$ cat src/rtl/flowthru_pkg.sv
package flowthru_pkg;
    typedef enum logic [1:0] {
        OP_IDLE  = 2'd0,
        OP_READ  = 2'd1,
        OP_WRITE = 2'd2
    } op_e;
endpackage

$ cat src/rtl/ft_burst_step.sv
module ft_burst_step #(
    parameter int CNT_W = 2
) (
    input  logic [CNT_W-1:0] start,
    input  logic [CNT_W-1:0] beat,
    input  logic             interleave,
    output logic [CNT_W-1:0] low_addr
);
    always_comb begin
        if (interleave) low_addr = start ^ beat;
        else            low_addr = start + beat;
    end
endmodule

$ cat src/rtl/ft_lane_array.sv
module ft_lane_array #(
    parameter int ADDR_W = 8,
    parameter int LANES  = 2,
    parameter int LANE_W = 9
) (
    input  logic                      clk,
    input  logic [LANES-1:0]          wr_lane,
    input  logic [ADDR_W-1:0]         addr,
    input  logic [LANES*LANE_W-1:0]   wdata,
    output logic [LANES*LANE_W-1:0]   rdata
);
    localparam int DEPTH = 1 << ADDR_W;

    for (genvar l = 0; l < LANES; l++) begin : g_lane
        logic [LANE_W-1:0] cells [DEPTH];
        always_ff @(posedge clk) begin
            if (wr_lane[l]) cells[addr] <= wdata[l*LANE_W +: LANE_W];
        end
        assign rdata[l*LANE_W +: LANE_W] = cells[addr];
    end
endmodule

$ cat src/rtl/flowthru_sram.sv
module flowthru_sram
    import flowthru_pkg::*;
#(
    parameter int ADDR_W = 8,
    parameter int LANES  = 2,
    parameter int LANE_W = 9
) (
    input  logic                     clk,
    input  logic                     rst_n,
    input  logic                     cke_n,
    input  logic                     cs1_n,
    input  logic                     cs2,
    input  logic                     cs3_n,
    input  logic                     adv,
    input  logic                     we_n,
    input  logic [LANES-1:0]         bw_n,
    input  logic                     oe_n,
    input  logic                     ilv_sel,
    input  logic [ADDR_W-1:0]        addr,
    input  logic [LANES*LANE_W-1:0]  din,
    output logic [LANES*LANE_W-1:0]  dout,
    output logic                     dout_en
);
    localparam int CNT_W  = 2;
    localparam int HI_W   = ADDR_W - CNT_W;
    localparam int DATA_W = LANES * LANE_W;

    typedef struct packed {
        op_e              op;
        logic [HI_W-1:0]  hi;
        logic [CNT_W-1:0] start;
        logic [CNT_W-1:0] cnt;
        logic [LANES-1:0] bw;
    } state_t;

    state_t st_d, st_q;
    logic [LANES-1:0]  commit_d;
    logic              sel;
    logic [CNT_W-1:0]  low_q;
    logic [ADDR_W-1:0] cur_addr;
    logic [DATA_W-1:0] rdata;

    assign sel = !cs1_n && cs2 && !cs3_n;

    ft_burst_step #(.CNT_W(CNT_W)) u_step (
        .start      (st_q.start),
        .beat       (st_q.cnt),
        .interleave (ilv_sel),
        .low_addr   (low_q)
    );

    assign cur_addr = {st_q.hi, low_q};

    always_comb begin
        st_d     = st_q;
        commit_d = '0;
        if (!cke_n) begin
            if (st_q.op == OP_WRITE) commit_d = st_q.bw;
            if (!adv) begin
                if (sel) begin
                    st_d.op    = we_n ? OP_READ : OP_WRITE;
                    st_d.hi    = addr[ADDR_W-1:CNT_W];
                    st_d.start = addr[CNT_W-1:0];
                    st_d.cnt   = '0;
                    st_d.bw    = we_n ? '0 : ~bw_n;
                end else begin
                    st_d.op = OP_IDLE;
                    st_d.bw = '0;
                end
            end else if (st_q.op != OP_IDLE) begin
                st_d.cnt = st_q.cnt + 1'b1;
                st_d.bw  = (st_q.op == OP_WRITE) ? ~bw_n : '0;
            end
        end
    end

    always_ff @(posedge clk or negedge rst_n) begin
        if (!rst_n) st_q <= '0;
        else        st_q <= st_d;
    end

    ft_lane_array #(.ADDR_W(ADDR_W), .LANES(LANES), .LANE_W(LANE_W)) u_array (
        .clk     (clk),
        .wr_lane (commit_d),
        .addr    (cur_addr),
        .wdata   (din),
        .rdata   (rdata)
    );

    assign dout_en = (st_q.op == OP_READ) && !oe_n;
    assign dout    = dout_en ? rdata : '0;


    cke_hold_chk: assert property (@(posedge clk) disable iff (!rst_n)
        cke_n |=> $stable(st_q));

    read_start_chk: assert property (@(posedge clk) disable iff (!rst_n)
        (!cke_n && !adv && sel && we_n) |=> (st_q.op == OP_READ));

    abort_mask_chk: assert property (@(posedge clk) disable iff (!rst_n)
        (!cke_n && !adv && sel && !we_n && (&bw_n)) |=> (st_q.bw == '0));

    burst_dir_chk: assert property (@(posedge clk) disable iff (!rst_n)
        (!cke_n && adv && st_q.op != OP_IDLE) |=> (st_q.op == $past(st_q.op)));

    burst_cnt_chk: assert property (@(posedge clk) disable iff (!rst_n)
        (!cke_n && adv && st_q.op != OP_IDLE) |=> (st_q.cnt == $past(st_q.cnt) + 2'd1));

    desel_cont_chk: assert property (@(posedge clk) disable iff (!rst_n)
        (!cke_n && adv && st_q.op == OP_IDLE) |=> (st_q.op == OP_IDLE));

    desel_start_chk: assert property (@(posedge clk) disable iff (!rst_n)
        (!cke_n && !adv && !sel) |=> (st_q.op == OP_IDLE && !dout_en));
endmodule

$ cat config.mk
export PLATFORM = sky130hd
export DESIGN_NAME = flowthru_sram
export DESIGN_NICKNAME = d
export VERILOG_FILES = /design/src/rtl/flowthru_pkg.sv /design/src/rtl/ft_burst_step.sv /design/src/rtl/ft_lane_array.sv /design/src/rtl/flowthru_sram.sv
export SDC_FILE = /design/constraint.sdc
export NUM_CORES = 2
export LEC_CHECK = 0
export BUFFER_PORTS_ARGS = -buffer_cell sky130_fd_sc_hd__buf_2
export CORE_MARGIN = 5
export CORE_UTILIZATION = 25
export CTS_CLUSTER_SIZE = 20
export DETAILED_ROUTE_END_ITERATION = 7
export GPL_ROUTABILITY_DRIVEN = 0
export GPL_TIMING_DRIVEN = 1
export PLACE_DENSITY = 0.35
export SLEW_MARGIN = 20
export SYNTH_ARGS = -nofsm -noshare
export SYNTH_HDL_FRONTEND = slang
export SYNTH_MEMORY_MAX_BITS = 65536
export SYNTH_SLANG_ARGS = --single-unit
$ cat constraint.sdc
create_clock -name clk -period 4.3 [get_ports clk]
set_clock_uncertainty 0.15 [all_clocks]
set_input_delay 0 -clock clk [delete_from_list [all_inputs] [get_ports clk]]
set_output_delay 0 -clock clk [all_outputs]
set_load 0.1 [all_outputs]
* After elaboration in Yosys (flattened, before gate mapping) *
Memories as Yosys holds them, arrays and structs flattened.
Cells that the tools add are included.

word-level totals
  word-level logic and storage cells = 44
  bits in writable memories = 4608
  register bits = 14
  memories = 2
  output and inout port bits = 19
  bits of input ports = 38

memory list
  memory                   depth  width  read ports  clocked after Yosys merged registers in  wr ports  line                 text
  u_array.g_lane[0].cells  256    9      1           0                                        1         ft_lane_array.sv:15  logic [LANE_W-1:0] cells [DEPTH];
  u_array.g_lane[1].cells  256    9      1           0                                        1         ft_lane_array.sv:15

cells by class
  reduce and logical (&&, ||, !) cells = 12
  muxes and demuxes = 16
  add/subtract/negate cells = 2
  eq/ne operators = 3
  bitwise operators = 4

operator list
  kind                 number
  $mux 18              1
  $mux 2               9
  $mux 4               2
  $reduce_and 3->1     2
  $mux 1               4
  $reduce_and 2->1     2
  $reduce_bool 2->1    2
  $logic_and 1x1->1    3
  $logic_not 1->1      3
  $add 2x1->2 const B  1
  $add 2x2->2          1
  $eq 2x1->1 const B   1
  $eq 2x2->1 const B   1
  $ne 2x1->1 const B   1
  $not 1->1            2
  $not 2->2            1
  $xor 2x2->2          1

* Longest topological paths before layout *
  word-level depth = 5
  mapped depth = 15
  depth with buffers taken out = 10

* By module *
Synthesis repeated with hierarchy kept, for this count alone.

second synthesis, totals
  cells, all modules = 7889
  area, all modules = 176156.4 um^2

modules (own cells, without submodules)
  module         instances  sequential area each (um^2)  cells each  area an instance (um^2)
  ft_lane_array  1          138372.7                     7812        175286.9
  flowthru_sram  1          350.3                        72          829.5
  ft_burst_step  1          0.0                          5           40.0

* Least setup slack after synthesis *
Ideal clock, no wire load.

  path type = register to output
  start = reg st_q[2] (netlist bit)
  end = out dout[15]
  path slack = -3222 ps
  data arrival time = 7372 ps
  data required time = 4150 ps
  cell stages (with the launch flop) = 13
  cells stage by stage = dfrtp_1 > ha_1 > buf_4 > buf_2 > buf_4 > buf_2 > buf_2 > o311ai_0 > a221oi_1 > nor4_1 > a21oi_1 > o2111ai_1 > a2111oi_0

on the way
  word-level cells in the longest chain between the ends = 4
  elaborated cells between the ends (all ways) = 5
  those cells by class = 1 x add/sub; 2 x mux; 1 x bitwise; 1 x memory

ends and longest elaborated chain
  item                                               line                                      text
  from (decl)                                        flowthru_sram.sv:36                       state_t st_d, st_q;
  from (signal assigned)                             flowthru_sram.sv:79                       else st_q <= st_d;
  $add 2x2->2 / $xor 2x2->2 (equally long branches)  ft_burst_step.sv:11, ft_burst_step.sv:10
  $mux 2 (*)                                         ft_burst_step.sv:10                       if (interleave) low_addr = start ^ beat;
  $mem_v2 256x9 (*)                                  --
  $mux 18 (*)                                        flowthru_sram.sv:91                       assign dout = dout_en ? rdata : '0;
  to (decl)                                          flowthru_sram.sv:21                       output logic [LANES*LANE_W-1:0] dout,

Mark *: on every way between the ends. The rest lies on a longest branch, timed or not.

* Worst setup path after layout *
  start = reg st_q[5] (netlist bit)
  end = out dout[9]

The elaborated chain is that of the path after synthesis.

==> results by group <==
STA
  • Maximum clock rate: 178 MHz
  • Worst-Margin Slew: 1180 ps
  • Final setup violation count: 18
  • Total negative slack: -17680 ps
  • Slew HR: 21.3%
  • Final WS setup: -1310 ps
  • Final critical-path share of the clock period: 131%
  • RSZ-0062 raised after global routing: yes
  • Fin crit period: 5610 ps
  • Final count of pins violating max slew: 0
  • Hold Fails Final Rpt: 0

GRT
  • Gr ovfl total: 0
  • Global-route wire length before repair: 1050000 microns
  • Total track usage: 20.8%
  • Largest net degree at the start of global routing: 122
  • Vias in the first global route: 111000
  • Initial antenna violation count: 95

Critical path
  • Critical Path Fanout Max: 8
  • Crit Path Class: reg2out
  • Critical path arrival: 5460 ps
  • Crit path launch: st_q[5]
  • Startpoint types: flop
  • R2r setup slk: 30 ps
  • R2R depth: 12
  • Critical path required time: 4150 ps
  • R2r startpoint: st_q[5]
  • Reg-to-Reg End: u_array.g_lane[1].cells[228][8]
  • CP Capture Type: output pin
  • Crit path capture: dout[9]

Floorplanning
  • Starting density of the core: 25.1%
  • Core Area: 718000 sq um
  • # rows: 311
  • # IOs: 57
  • Die ar.: 738000 sq um
  • Horiz. Die Dim: 859 microns
  • Die Span Y: 859 microns

Min path
  • Hold Crit Class: in2reg
  • Critical hold path startpoint: adv

Layout
  • Synth-to-Final Area Change: 28.3%
  • Ratio of cells with drive above 1 in the final layout: 29.1%
  • # fillers: 69800
  • # nets final: 12700
  • Commonest non-fill, non-tap cells in the layout: edfxtp_1, nand2_1, buf_4
  • Commonest non-fill, non-tap cell in the layout: edfxtp_1
  • Final Instance Area: 231000 sq um
  • Finished Layout Cells: 22600

Placed design
  • Placed Cells: 21300
  • IO buf count: 56
  • DP Area: 206000 sq um
  • Post-DP HPWL: 522000 microns
  • Pre-CTS setup slack: -1260 ps

Synth
  • Syn Nets: 10800
  • Synth Cell Area: 180000 sq um
  • Synth warn: 0
  • Syn Inst Count: 10700
  • Synthesized flop and latch total: 4622
  • Asr flop ratio synth: 0.303%
  • Register area share after synthesis: 77.0%
  • EDFF count, synth: 4608
  • Syn_area_per_cell: 16.8 sq um
  • Ys flop type: edfxtp_1
  • Post-synth cell types: 69

Pwr
  • Power Density: 659 nW/um^2
  • Clk pwr share: 29.8%
  • Switching fraction of total power: 35.2%
  • Int Pwr: 98.8 mW
  • Sequential power share: 32.6%
  • P_leak: 75.9 nW
  • Psw: 53.6 mW
  • Logic pwr share: 37.6%
  • VDD IR-drop max: 0.497 mV
  • Total power: 152 mW

Routing
  • WL per Instance: 35.2 microns
  • DRT iter0 DRCs: 13400
  • Total wire length: 796000 microns
  • Vias post-DR: 112000
  • # DRC: 0
  • Post-DR vias/cell: 4.95
  • DR pass1 iterations: 5
  • ANT nets after route: 0

CTS
  • CTS root buf: clkbuf_16
  • CTS tree: built
  • Clock buffer depth: 4
  • Num CTS Buffers: 542
  • Clk Latency, worst-skew pair: 1130 ps
  • Clock Pin Slew Worst Setup and Hold Paths: 60 ps
  • H-tree Lvls: 6
  • Clock sinks: 4622

Run status
  • Failing checks: setup timing
  • Status: complete, but fails checks

Flow run
  • Max-cap viol count: 0
==> synth_stat cells, types with 21 or more instances <==
cell	number	area, sq um
and3_1	32	200
nor4_1	40	250
o211ai_1	40	300
o2111ai_1	35	307
edfxtp_1	4608	138000
nand2_1	1842	6910
a31oi_1	172	1080
nor2_1	693	2600
buf_2	261	1310
a22oi_1	49	368
a221oi_1	56	490
nand4_1	135	845
mux2i_1	310	3100
o221ai_1	25	219
nor3_1	62	310
mux4_2	594	13400
o22ai_1	61	382
mux2_2	21	236
clkbuf_1	340	1280
a32oi_1	138	1210
a21oi_1	116	581
o21ai_0	137	686
buf_1	66	248
nand3_1	644	3220
==> sequential cells by signal, summed over array words and instances, names as in the netlist <==
| signal | cells |
|---|---|
| u_array.g_lane.cells | 4608 |
| st_q | 8 |
| cur_addr | 6 |
==> worst min path at each step <==
stage / slack (ps) / cells after the start / to
3_5_place_dp: -190 / 1 / st_q[12]
3_3_place_gp: -200 / 1 / st_q[12]
6_report: 100 / 4 / st_q[13]
5_1_grt: 60 / 4 / st_q[13]
2_1_floorplan: -450 / 0 / cur_addr[2]
4_1_cts: 6 / 4 / st_q[13]
==> cells by family (layout without fill, tap and decap cells) <==
kind of cell / Yosys count / in the layout / share of synthesized area [%]
AO/OA/AOI/OAI: 980 / 980 / 3.85
multiplexers: 925 / 925 / 9.28
other: 0 / 31 / 0
AND/OR/NAND/NOR: 3504 / 3504 / 8.17
XOR/XNOR: 4 / 4 / 0.0382
adder cells (fa/ha/maj): 1 / 1 / 0.00694
flip-flops: 4622 / 4622 / 77.0
buffers and inverters: 692 / 3025 / 1.66
==> repair_timing <==
action | 4_1_cts | 5_1_grt
gates resized for setup | 543 | 228
pin swaps | 149 | 133
buffers inserted | 186 | 114
cloned | 25 | 9
endpoints found under the hold margin | 4909 | 0
endpoints found under the setup margin | 810 | 59
hold buffers | 102 | 0
==> critical path, stage by stage, from the launching register on <==
cell	delay, ps
dfrtp_2	490
xnor2_4	300
xnor2_4	160
buf_6	160
buf_6	130
buf_12	160
buf_6	130
buf_12	130
buf_6	120
nand2_1	50
a32oi_1	230
nand4_1	210
o211ai_1	330
nand4_1	160
nand4b_1	410
buf_12	260
nor4_4	590
buf_12	250
==> layout make-up <==
| cell class | instances | area, sq um | area share [%] |
|---|---|---|---|
| flip-flops and latches | 4622 | 139000 | 60.0 |
| multi-input cells | 5414 | 41600 | 18.0 |
| repair buffers | 2057 | 21600 | 9.35 |
| clock buffers | 659 | 14300 | 6.17 |
| well taps | 9546 | 11900 | 5.17 |
| clock inverters | 303 | 2860 | 1.24 |
| diodes | 31 | 77.6 | 0.0336 |
| inverters | 6 | 48.8 | 0.0211 |
==> through the flow <==
stage          hold WS (ps)  utilization, %
2_1_floorplan          -446               -
3_3_place_gp           -197            28.7
3_5_place_dp           -189            28.7
4_1_cts                5.64            31.9
5_1_grt                63.7            32.2
6_report                105            32.2
==> power groups by stage <==
stage	clock [mW]	combinational, mW	sequential (mW)
2_1_floorplan	0	21.9	50.5
3_3_place_gp	0	48.9	50.7
3_5_place_dp	0	49.0	50.7
4_1_cts	46.4	55.6	49.7
5_1_grt	48.3	59.4	49.7
6_report	45.5	57.3	49.7
==> per-layer routing <==
layer  wire length, microns  part of all wire, %  GRT usage [%]
met5                     27               0.0034              0
met1                 352000                   44           29.3
met4                  22400                  2.8           5.08
met3                  45700                  5.7           2.67
met2                 376000                   47           34.1
Note: power is estimated with default switching activity, not from simulation.
